File: config.mk
export PLATFORM = sky130hd
export DESIGN_NAME = pwm_flag_reg
export DESIGN_NICKNAME = d
export VERILOG_FILES = /design/src/rtl/pwm_flag_pkg.sv /design/src/rtl/pwm_flag_ctrl.sv /design/src/rtl/pwm_flag_dp.sv /design/src/rtl/pwm_flag_reg.sv
export SDC_FILE = /design/constraint.sdc
export NUM_CORES = 1
export LEC_CHECK = 0
export BUFFER_PORTS_ARGS = -buffer_cell sky130_fd_sc_hd__buf_2
export CORE_UTILIZATION = 30
export CTS_CLUSTER_DIAMETER = 80
export DETAILED_ROUTE_END_ITERATION = 10
export PLACE_DENSITY = 0.7
export SLEW_MARGIN = 15
export SYNTH_ARGS = -nofsm -noshare
export SYNTH_HDL_FRONTEND = slang
export SYNTH_SLANG_ARGS = --single-unit
File: constraint.sdc
create_clock -name clk -period 0.8 [get_ports clk]
set_input_delay 0.04 -clock clk [delete_from_list [all_inputs] [get_ports clk]]
set_output_delay 0.04 -clock clk [all_outputs]
set_load 0.1 [all_outputs]
File: src/rtl/pwm_flag_pkg.sv
package pwm_flag_pkg;
  localparam int FLAG_W = 8;
  localparam int RAMP_W = 2;
  localparam int RAMP_LSB = 1;
  localparam logic [FLAG_W-1:0] W1C_MASK = 8'hF9;

  typedef struct packed {
    logic actB;
    logic actA;
    logic syncErr;
    logic evB;
    logic evA;
    logic eoc;
  } flag_set_t;
endpackage

File: src/rtl/pwm_flag_ctrl.sv
module pwm_flag_ctrl
  import pwm_flag_pkg::*;
#(
  parameter int NUM_CHAN = 3,
  parameter int CHAN_IDX = 0
) (
  input  logic                clk,
  input  logic                rstN,
  input  logic                outA,
  input  logic                outB,
  input  logic                autoRun,
  input  logic [NUM_CHAN-1:0] chanEoc,
  input  logic                evtA,
  input  logic                evtB,
  output flag_set_t           setStb
);
  localparam int UP_IDX = (CHAN_IDX == 0) ? NUM_CHAN - 1 : CHAN_IDX - 1;

  logic prevA, prevB;
  logic ownEoc, upEoc;

  assign ownEoc = chanEoc[CHAN_IDX];
  assign upEoc  = chanEoc[UP_IDX];

  always_ff @(posedge clk) begin
    if (!rstN) begin
      prevA <= 1'b0;
      prevB <= 1'b0;
    end else begin
      prevA <= outA;
      prevB <= outB;
    end
  end

  always_comb begin
    setStb.actB    = outB ^ prevB;
    setStb.actA    = outA ^ prevA;
    setStb.syncErr = autoRun & (ownEoc ^ upEoc);
    setStb.evB     = evtB;
    setStb.evA     = evtA;
    setStb.eoc     = ownEoc;
  end

  // no sync error outside auto-run
  p_idle_sync_r4: assert property (@(posedge clk) disable iff (!rstN)
    !autoRun |-> !setStb.syncErr);
  // coincident own and upstream strobes are in step
  p_coincide_r5: assert property (@(posedge clk) disable iff (!rstN)
    (chanEoc[CHAN_IDX] && chanEoc[UP_IDX]) |-> !setStb.syncErr);
endmodule

File: src/rtl/pwm_flag_dp.sv
module pwm_flag_dp
  import pwm_flag_pkg::*;
(
  input  logic              clk,
  input  logic              rstN,
  input  flag_set_t         setStb,
  input  logic [RAMP_W-1:0] rampNum,
  input  logic              wrEn,
  input  logic [FLAG_W-1:0] wrData,
  input  logic [FLAG_W-1:0] irqEn,
  output logic [FLAG_W-1:0] flagsOut,
  output logic              irqReq
);
  logic [FLAG_W-1:0] flagReg, setVec, clrVec;
  logic [RAMP_W-1:0] rampReg;
  logic              anyEvt;

  assign setVec = {setStb.actB, setStb.actA, setStb.syncErr, setStb.evB,
                   setStb.evA, {RAMP_W{1'b0}}, setStb.eoc};
  assign clrVec = wrEn ? (wrData & W1C_MASK) : '0;
  assign anyEvt = setStb.evA | setStb.evB;

  always_ff @(posedge clk) begin
    if (!rstN) begin
      flagReg <= '0;
      rampReg <= '0;
    end else begin
      flagReg <= ((flagReg & ~clrVec) | setVec) & W1C_MASK;
      if (anyEvt) rampReg <= rampNum;
    end
  end

  always_comb begin
    flagsOut = flagReg & W1C_MASK;
    flagsOut[RAMP_LSB +: RAMP_W] = rampReg;
  end

  assign irqReq = |(flagsOut & irqEn & W1C_MASK);

  // a hardware set always lands
  p_set_wins_r9: assert property (@(posedge clk) disable iff (!rstN)
    (|setVec) |=> ((flagsOut & $past(setVec)) == $past(setVec)));
  // written ones clear unless set the same cycle
  p_w1c_r8: assert property (@(posedge clk) disable iff (!rstN)
    wrEn |=> ((flagsOut & $past(wrData & W1C_MASK & ~setVec)) == '0));
  // a flag only rises from a hardware set
  p_no_spurious_r8: assert property (@(posedge clk) disable iff (!rstN)
    1'b1 |=> ((flagsOut & ~$past(flagsOut) & W1C_MASK & ~$past(setVec)) == '0));
  // ramp field holds without an event
  p_ramp_hold_r7: assert property (@(posedge clk) disable iff (!rstN)
    !anyEvt |=> $stable(flagsOut[RAMP_LSB +: RAMP_W]));
endmodule

File: src/rtl/pwm_flag_reg.sv
module pwm_flag_reg
  import pwm_flag_pkg::*;
#(
  parameter int NUM_CHAN = 3,
  parameter int CHAN_IDX = 0
) (
  input  logic                clk,
  input  logic                rstN,
  input  logic                outA,
  input  logic                outB,
  input  logic                autoRun,
  input  logic [NUM_CHAN-1:0] chanEoc,
  input  logic                evtA,
  input  logic                evtB,
  input  logic [1:0]          rampNum,
  input  logic                wrEn,
  input  logic [7:0]          wrData,
  input  logic [7:0]          irqEn,
  output logic [7:0]          flagsOut,
  output logic                irqReq
);
  flag_set_t setStb;

  pwm_flag_ctrl #(.NUM_CHAN(NUM_CHAN), .CHAN_IDX(CHAN_IDX)) uCtrl (
    .clk(clk), .rstN(rstN), .outA(outA), .outB(outB), .autoRun(autoRun),
    .chanEoc(chanEoc), .evtA(evtA), .evtB(evtB), .setStb(setStb)
  );

  pwm_flag_dp uDp (
    .clk(clk), .rstN(rstN), .setStb(setStb), .rampNum(rampNum),
    .wrEn(wrEn), .wrData(wrData), .irqEn(irqEn),
    .flagsOut(flagsOut), .irqReq(irqReq)
  );
endmodule

# Word-level counts from Yosys, hierarchy flattened
# Cells that the tools add are included.
# totals
ff_bits,12
elab_cells,16
output_inout_bits,9
input_bits,29
# classes
muxes,1
bitwise_logic,9
n_reduce_logical,1
# ops
operator,count
$and 8x8->8,2
$mux 8,1
$not 8->8,1
$or 8x8->8,1
$reduce_or 6->1,1
$xor 1x1->1,3
$and 1x1->1,1
$or 1x1->1,1

# Depth between registers and ports, before layout
# Gate-level depths: netlist of the first run.
# depth
depth_word,4
mapped_depth,2
depth_no_buf,2

# Hierarchy
# A second synthesis of the first run with hierarchy kept.
# unflattened
hier_cells,41
area_unflattened_um2,427.9
# modules_own_cells
module,cells_each,instances,area_per_inst_um2
pwm_flag_dp,30,1,320.3
pwm_flag_ctrl,11,1,107.6

# Worst setup path before layout of the first run
# No wires, ideal clock.
# synth_timing
path_type,register -> output
startpoint,reg uDp.flagReg[0]
endpoint,out irqReq
slack_ns,-1.184
stages_incl_launch_ff,3
required_ns,0.760
arrival_time_ns,1.944
cell_sequence,dfxtp_1 > a22oi_1 > nand3_1
# synth_between
elab_chain_len,2
# synth_rtl
element,line,rtl
from (decl),pwm_flag_dp.sv:14,"logic [FLAG_W-1:0] flagReg, setVec, clrVec;"
from (signal assigned),pwm_flag_dp.sv:28,flagReg <= ((flagReg & ~clrVec) | setVec) & W1C_MASK;
$and 8x8->8,pwm_flag_dp.sv:38,assign irqReq = |(flagsOut & irqEn & W1C_MASK);
$reduce_or 6->1,pwm_flag_dp.sv:38,
to (decl),pwm_flag_reg.sv:20,output logic irqReq
# No other way between the ends.

# Worst setup path in the final report of the first run
# layout_timing
startpoint,reg uDp.flagReg[3]
endpoint,out irqReq
# The elaborated chain is that of the path after synthesis.

==> metrics.cfg, run 1 <==
[power_and_ir_drop]
pwr-share-seq=0.349
finalPower_w=0.00161
total_leakage_power_nw=0.400
p_per_area_nw_per_um2=1780
sw_frac_of_total=0.366
intPower_w=0.00102
ir_drop_uv=1050
p_sw_w=0.000589
clkPwrFrac=0.211
pwr-share-comb=0.440

[cts]
clock-sinks=10
cts.clk_slew.worst_paths_ns=0.06
root_buffer=clkbuf_4
cts_max_level=1
cts_max_path_buffers=2
cts_made_buffers=3
cts_tree=built
post_cts.repair.setup_buffers=0
insertion_delay_ns=0.26

[drt]
drc=0
drt-vias-per-instance=4.77
ant_nets=0
initialDrtViolationCount=4
firstDrtPassIters=4
wl_mm=1.14
wire_per_inst_um=11.6
vias=467

[logic_synthesis]
synth.distinct_cells=14
ys_warn_count=0
synth_cells=39
synth_area_per_cell_sq_um=10.3
netlist_area_sq_um=403
syn_nets=68
synth-seq-cells=10
ys_seq_area_frac=0.497

[min_path]
holdPathStages=2
hp-class=input pin to register

[sta]
fmax_ghz=0.882
finalCritPeriodShare=1.42
maxSlewHeadroom=0.855
slew_violations=0
worstMarginPinSlew_ns=0.215
skew_ns=0.00448
setup_slack_ns=-0.333
finalSetupViolCount=11
hold_viol_final=0
fin_tns_setup_ns=-1.44
period_needed_ns=1.13
rsz0062_at_grt=true

[worst_setup_path]
r2r_cells=2
worst_ep_arrival_time_ns=1.09
reg2reg_setup_slack_ns=-0.10
timing.rr.start=uDp.rampReg[0]$_SDFFE_PN0P_
worstSetupStartpoint=uDp.flagReg[3]$_SDFF_PN0_
rr_endpoint=uDp.rampReg[0]$_SDFFE_PN0P_
crit_path_max_fanout=3
crit_end=irqReq
end_kind=output pin
worstPathRequired_ns=0.76
path_class=register to output pin
worstSetupStartpointType=register

[final_layout]
area_delta_synth_final_pct=124
nNetsFinal=114
drive_gt1_frac=0.714
fill_cells=80
antenna_cells=0
final_cell_area_sq_um=902

[floorplanning]
ios=38
rows=12
fp.dieH_um=38.6
die_width_um=38.6
core_sq_um=1170
initial_core_util=0.344
die-area_sq_um=1490

[grt]
grt_max_degree=8
antenna_found_initial=0
grt_pass1_vias=381
track_usage=0.159
grt_pass1_wl_mm=1.57
grt_overflow=0

[placed_design]
pre_cts_slack_ns=-0.0730
dp_hpwl_um=903
portBuffers=32
gp_congestion=0.674
place_area_sq_um=833

[job]
maxCapViolCount=0

[status]
violations=setup timing
status=finished, violations left

repair_timing:
action	CTS	global route
gates resized for setup	6	3
hold buffers	0	1
pin swaps	0	1
gates cloned	0	0
endpoints found under the setup margin	11	11
hold endpoints to repair	0	1
Yosys cell counts:
| cell | number | area, sq um |
|---|---|---|
| dfxtp_1 | 10 | 200 |
| a21oi_1 | 4 | 20.0 |
| a21bo_2 | 3 | 30.0 |
| a21boi_0 | 3 | 22.5 |
| a22oi_1 | 3 | 22.5 |
| o21a_1 | 3 | 22.5 |
| xnor2_1 | 3 | 26.3 |
| and2_1 | 2 | 12.5 |
| o21ai_0 | 2 | 10.0 |
| or3b_1 | 2 | 17.5 |
| inv_1 | 1 | 3.75 |
| nand2_1 | 1 | 3.75 |
| nand3_1 | 1 | 5.00 |
| o22ai_1 | 1 | 6.26 |
state kept, by name, indices dropped and copies added, names as in the netlist:
signal and cells:
uDp.flagReg 6, uDp.rampReg 2, uCtrl.prevA 1, uCtrl.prevB 1
power groups by stage:
| stage | clock network (W) | registers, W | logic, W |
|---|---|---|---|
| 3_3_place_gp | 0 | 0.000567 | 0.000680 |
| 2_1_floorplan | 0 | 0.000792 | 0.000154 |
| 3_5_place_dp | 0 | 0.000568 | 0.000687 |
| 4_1_cts | 0.000362 | 0.000561 | 0.000701 |
| 6_report | 0.000340 | 0.000561 | 0.000709 |
| 5_1_grt | 0.000392 | 0.000566 | 0.000734 |
layout make-up:
class	instances	area, sq um	share of cell area
well taps	14	17.5	0.0194
inverters	1	3.75	0.00416
clock buffers	3	22.5	0.0250
clock inverters	1	3.75	0.00416
multi-input cells	28	233	0.258
flip-flops and latches	10	230	0.255
repair buffers	41	392	0.434
metal layers:
| layer | wire length, um | vias to the layer above | part of all wire | GRT usage |
|---|---|---|---|---|
| met5 | 0 | - | 0 | 0 |
| met1 | 458 | 202 | 0.40 | 0.186 |
| li1 | - | 235 | - | - |
| met4 | 5 | 0 | 0.0044 | 0.0776 |
| met3 | 104 | 2 | 0.091 | 0.0578 |
| met2 | 570 | 28 | 0.50 | 0.254 |
critical path, stage by stage (launching register included):
cell and delay, ns:
dfxtp_4 0.35, a22oi_2 0.21, nand3_4 0.10, buf_12 0.18
cell usage in the layout, fill, tap and decap left out, types with 7 or more instances in the layout:
master	n
dfxtp_4	8
buf_2	23
buf_12	9
buf_6	7
logic make-up after synthesis:
logic type             share of synthesized area
AO/OA/AOI/OAI                              0.332
XOR/XNOR                                  0.0652
buffers and inverters                    0.00931
flip-flops                                 0.497
AND/OR/NAND/NOR                           0.0963
worst min path at each step:
stage | startpoint | endpoint
2_1_floorplan | rstN | uDp.flagReg[0]$_SDFF_PN0_
3_3_place_gp | outB | uCtrl.prevB$_SDFF_PN0_
3_5_place_dp | outB | uCtrl.prevB$_SDFF_PN0_
4_1_cts | outB | uCtrl.prevB$_SDFF_PN0_
5_1_grt | outB | uCtrl.prevB$_SDFF_PN0_
6_report | outB | uCtrl.prevB$_SDFF_PN0_
stage by stage:
step	hold slack, ns	instances	utilization
detailed placement	0.278	93	0.712
finish	0.00862	98	0.770
global route	0.000152	98	0.770
CTS	0.000109	97	0.753
global placement	0.270	93	0.712
floorplan	0.157	39	-
(Power assumes the default switching activity.)
==> run 2: changes to the inputs <==
--- a/config.mk
+++ b/config.mk
@@ -6,11 +6,13 @@
 export NUM_CORES = 1
 export LEC_CHECK = 0
 export BUFFER_PORTS_ARGS = -buffer_cell sky130_fd_sc_hd__buf_2
-export CORE_UTILIZATION = 30
+export CORE_MARGIN = 4
+export CORE_UTILIZATION = 31
 export CTS_CLUSTER_DIAMETER = 80
 export DETAILED_ROUTE_END_ITERATION = 10
-export PLACE_DENSITY = 0.7
+export PLACE_DENSITY = 0.71
 export SLEW_MARGIN = 15
 export SYNTH_ARGS = -nofsm -noshare
 export SYNTH_HDL_FRONTEND = slang
+export SYNTH_HIERARCHICAL = 1
 export SYNTH_SLANG_ARGS = --single-unit
==> metrics.cfg, run 2 <==
[grt]
grt_pass1_vias=469
grt_max_degree=11
track_usage=0.137
grt_overflow=0
antenna_found_initial=0
grt_pass1_wl_mm=1.99

[status]
status=finished, violations left
violations=setup timing

[logic_synthesis]
yosysTopAreaCell=dfxtp_1
async_reset_ff_frac=0
yosysMostFrequentCell=dfxtp_1
synth_edf_count=0
ys_warn_count=6
synth.distinct_cells=11
synth_area_per_cell_sq_um=10.4
synth_top_area_share=0.468
synth-seq-cells=10
ys_seq_area_frac=0.468
syn_nets=70
synth_top_cells_by_count=dfxtp_1 (10), a21boi_0 (6), o21a_1 (6)
synth-main-ff-cell=dfxtp_1
netlist_area_sq_um=428
synth_cells=41
ys_top_cells_by_area=dfxtp_1 (47%), a21boi_0 (11%), o21a_1 (11%)

[sta]
hold_viol_final=0
finalSetupViolCount=13
period_needed_ns=1.14
finalCritPeriodShare=1.42
skew_ns=0.0111
rsz0062_at_grt=true
setup_slack_ns=-0.335
fmax_ghz=0.881
worstMarginPinSlew_ns=0.220
slew_violations=0
maxSlewHeadroom=0.852

[final_layout]
regMostFlops=uDp/flagReg
antenna_cells=0
post-route-util=0.720
largest_reg_flops=6
area_delta_synth_final_pct=119
final_cell_area_sq_um=937
fill_cells=101
nNetsFinal=116
final_cell_mix=buf_2 (23), buf_12 (9), buf_6 (9)
final_common_cell=buf_2
drive_gt1_frac=0.698
reg.largest.list=uDp/flagReg x6, uDp/rampReg x2

[floorplanning]
ios=38
die-area_sq_um=2040
initial_core_util=0.329
rows=13
core_sq_um=1300
die_width_um=45.2
fp.dieH_um=45.2

[min_path]
hp-class=input pin to register
hp-start=outB
min_to=uCtrl/prevB$_SDFF_PN0_
holdPathStages=2

[drt]
wire_per_inst_um=12.6
drc=0
vias=470
wl_mm=1.27
ant_nets=0
initialDrtViolationCount=3
drt-vias-per-instance=4.65
firstDrtPassIters=2

[cts]
cts_max_level=1
cts_tree=built
cts_max_path_buffers=2
cts_made_buffers=3
cts.clk_slew.worst_paths_ns=0.07
root_buffer=clkbuf_4
insertion_delay_ns=0.26
clock-sinks=10

[power_and_ir_drop]
total_leakage_power_nw=0.422
ir_drop_uv=1370
clkPwrFrac=0.214
sw_frac_of_total=0.368
intPower_w=0.00103
p_per_area_nw_per_um2=1740
pwr-share-comb=0.442
p_sw_w=0.000598
pwr-share-seq=0.344

[worst_setup_path]
timing.rr.start=uDp/flagReg[5]$_SDFF_PN0_
cpPeakStageDelay_ns=0.35
worstPathRequired_ns=0.76
worstSetupStartpointType=register
worst_ep_arrival_time_ns=1.10
rr_endpoint=uDp/flagReg[5]$_SDFF_PN0_
reg2reg_setup_slack_ns=-0.19
r2r_cells=4
critPathSlowestCell=dfxtp_4
path_class=register to output pin
end_kind=output pin
crit_path_max_fanout=2
cp_cell_sequence=a22oi_2 > nand3_4 > buf_12

[job]
maxCapViolCount=0

[placed_design]
portBuffers=32
gp_congestion=0.708
place_area_sq_um=837

-- run 2: power groups by stage --
| stage | clock network (W) | registers, W | logic, W |
|---|---|---|---|
| 2_1_floorplan | 0 | 0.000787 | 0.000159 |
| 3_3_place_gp | 0 | 0.000565 | 0.000665 |
| 3_5_place_dp | 0 | 0.000568 | 0.000675 |
| 4_1_cts | 0.000357 | 0.000560 | 0.000715 |
| 5_1_grt | 0.000393 | 0.000566 | 0.000749 |
| 6_report | 0.000347 | 0.000560 | 0.000719 |
-- run 2: metrics by stage --
stage          worst slack [ns]  std cells  setup TNS (ns)  total power (W)  hold slack, ns
2_1_floorplan            -0.261         41           -1.22         0.000946           0.157
4_1_cts                  -0.349        100           -2.02          0.00163        0.000687
3_3_place_gp            -0.0446         93          -0.125          0.00123           0.269
6_report                 -0.335        101           -1.93          0.00163         0.00322
3_5_place_dp            -0.0897         93          -0.229          0.00124           0.276
5_1_grt                  -0.392        101           -2.37          0.00171          0.0135
-- run 2: timing repair --
action	in CTS	in global routing
setup endpoints to repair	11	13
buffers inserted	3	0
endpoints found under the hold margin	0	1
pin swaps	0	1
hold buffers	0	1
cloned	0	0
gates resized for setup	9	2
-- run 2: how the worst max path moves through the flow --
| stage | endpoint | slack (ns) | cells after the start | start |
|---|---|---|---|---|
| after floorplan | uDp/rampReg[0]$_SDFFE_PN0P_ | -0.26 | 2 | uDp/rampReg[0]$_SDFFE_PN0P_ |
| after global placement | uDp/rampReg[0]$_SDFFE_PN0P_ | -0.04 | 2 | uDp/rampReg[0]$_SDFFE_PN0P_ |
| after detailed placement | uDp/rampReg[1]$_SDFFE_PN0P_ | -0.09 | 2 | uDp/rampReg[1]$_SDFFE_PN0P_ |
| after CTS | irqReq | -0.35 | 3 | uDp/flagReg[5]$_SDFF_PN0_ |
| after global routing | irqReq | -0.39 | 3 | uDp/flagReg[3]$_SDFF_PN0_ |
| final | irqReq | -0.34 | 3 | uDp/flagReg[5]$_SDFF_PN0_ |
-- run 2: per-layer routing --
layer  vias to the layer above  global-route usage  share of wire  routed length, um
met5                         -                   0              0                  0
met4                         0              0.0351              0                  0
met3                         0              0.0518          0.083                106
met2                        16               0.246           0.57                724
met1                       218               0.150           0.35                442
li1                        236                   -              -                  -
-- run 2: worst max-delay path, delay by kind of cell, from the launching register on --
kind	cells	cell delay, ns
flops	1	0.35
compound gates	1	0.21
buf+inv	1	0.17
simple gates	1	0.10
-- run 2: area by class of cell --
class	count	area, sq um	area share
timing repair buffer	44	422	0.450
multi-input combinational	28	240	0.256
sequential	10	230	0.246
clock buffer	3	22.5	0.0240
tap	15	18.8	0.0200
clock inverter	1	3.75	0.00401
-- run 2: cell families after synthesis --
family	count (synthesis)	synth area share
flip-flops	10	0.468
AND/OR/NAND/NOR	6	0.0965
XOR/XNOR	3	0.0614
buffers and inverters	3	0.0526
AO/OA/AOI/OAI	19	0.322
==> run 3: changes to the inputs <==
--- a/config.mk
+++ b/config.mk
@@ -10,6 +10,7 @@
 export CORE_UTILIZATION = 31
 export CTS_CLUSTER_DIAMETER = 80
 export DETAILED_ROUTE_END_ITERATION = 10
+export GPL_TIMING_DRIVEN = 0
 export PLACE_DENSITY = 0.71
 export SLEW_MARGIN = 15
 export SYNTH_ARGS = -nofsm -noshare
==> constraint.sdc (replaced) <==
create_clock -name clk -period 1.03 [get_ports clk]
set_input_delay 0.0515 -clock clk [delete_from_list [all_inputs] [get_ports clk]]
set_output_delay 0.0515 -clock clk [all_outputs]
set_load 0.1 [all_outputs]
==> metrics.cfg, run 3 (synthesis gave the netlist of run 2 again) <==
[placed_design]
gp_congestion=0.670
portBuffers=30
dp_cells=86
pre_cts_slack_ns=0.0646

[cts]
root_buffer=clkbuf_4
cts.clk_slew.worst_paths_ns=0.06
insertion_delay_ns=0.25
cts_max_path_buffers=2
cts_hold_buf=0
clock-sinks=10
post_cts.repair.setup_buffers=0
cts_made_buffers=3
cts_max_level=1
cts_tree=built

[status]
status=finished, violations left
violations=setup timing

[sta]
period_needed_ns=1.13
hold_ws_ns=0.0246
skew_ns=0.000237
hold_viol_final=0
slew_violations=0
worstMarginPinSlew_ns=0.490
setup_slack_ns=-0.104
fmax_ghz=0.882
finalSetupViolCount=2
fin_tns_setup_ns=-0.144
finalCritPeriodShare=1.10
rsz0062_at_grt=true
maxSlewHeadroom=0.676

[grt]
grt_pass1_wl_mm=1.60
grt_max_degree=11
grt_pass1_vias=409
antenna_found_initial=0
grt_overflow=0
track_usage=0.113

[final_layout]
drive_gt1_frac=0.649
nNetsFinal=105
area_delta_synth_final_pct=65.8
fill_cells=129
final_common_cell=buf_2
reg.largest.list=uDp/flagReg x6, uDp/rampReg x2
antenna_cells=0
stdcell_count=89
regMostFlops=uDp/flagReg
largest_reg_flops=6
final_cell_mix=buf_2 (22), buf_4 (10), dfxtp_4 (8)
post-route-util=0.545

[worst_setup_path]
path_class=register to output pin
worstPathRequired_ns=0.98
crit_path_max_fanout=3
worstSetupStartpointType=register
worst_ep_arrival_time_ns=1.08
end_kind=output pin

[floorplanning]
initial_core_util=0.329
ios=38
die_width_um=45.2
die-area_sq_um=2040
fp.dieH_um=45.2
core_sq_um=1300
rows=13

[job]
maxCapViolCount=0

[drt]
ant_nets=0
drc=0
wire_per_inst_um=11.3
vias=422
wl_mm=1.00
firstDrtPassIters=4
drt-vias-per-instance=4.74
initialDrtViolationCount=3

[min_path]
hp-class=input pin to register

[power_and_ir_drop]
total_leakage_power_nw=0.323
ir_drop_uv=711
p_per_area_nw_per_um2=1540

==> run 3: changes by cell type in the layout (fill, tap and decap cells not counted), moves of 2 or more <==
cell / delta
a21boi_0: +6
a21boi_1: -4
a21boi_2: -2
buf_12: -8
buf_4: +8
buf_6: -9
==> run 3: what timing repair did <==
item	CTS	global route
gates resized for setup	11	0
endpoints found under the setup margin	9	2
cloned	0	0
==> run 3: per-stage QoR <==
| step | power, W | cell area [sq um] |
|---|---|---|
| after floorplan | 0.000733 | 485 |
| after global placement | 0.000816 | 654 |
| after detailed placement | 0.000819 | 654 |
| after CTS | 0.00111 | 709 |
| after global routing | 0.00114 | 709 |
| final | 0.00109 | 709 |
==> run 3: worst paths after layout <==
kind	start	end	slack, ns	cells past startpoint
setup / recovery	uDp/flagReg[5]$_SDFF_PN0_	irqReq	-0.10	3
hold / removal	outA	uCtrl/prevA$_SDFF_PN0_	0.02	2
setup reg to reg	uDp/rampReg[1]$_SDFFE_PN0P_	uDp/rampReg[1]$_SDFFE_PN0P_	0.17	2
hold reg to reg	uDp/rampReg[0]$_SDFFE_PN0P_	uDp/rampReg[0]$_SDFFE_PN0P_	0.57	2
==> run 3: layer usage <==
layer	track usage	share of wire
met1	0.123	0.40
met3	0.0398	0.083
met4	0.0702	0.0060
met2	0.184	0.51
met5	0	0
==> run 3: critical path, stage by stage (launching register included) <==
cell	delay [ns]
dfxtp_4	0.34
a22oi_2	0.21
nand3_4	0.10
buf_12	0.17
==> run 3: final cells by class <==
cell class | count | area [sq um] | share of cell area
Multi-Input combinational cell | 28 | 233 | 0.328
Sequential cell | 10 | 230 | 0.325
Timing Repair Buffer | 30 | 183 | 0.257
Clock buffer | 3 | 22.5 | 0.0317
Buffer | 3 | 22.5 | 0.0317
Tap cell | 15 | 18.8 | 0.0265
==> run 3: power by group <==
group	switching [W]	internal [W]
clock network	0.000114	0.000134
registers	0.0000200	0.000411
logic	0.000280	0.000132
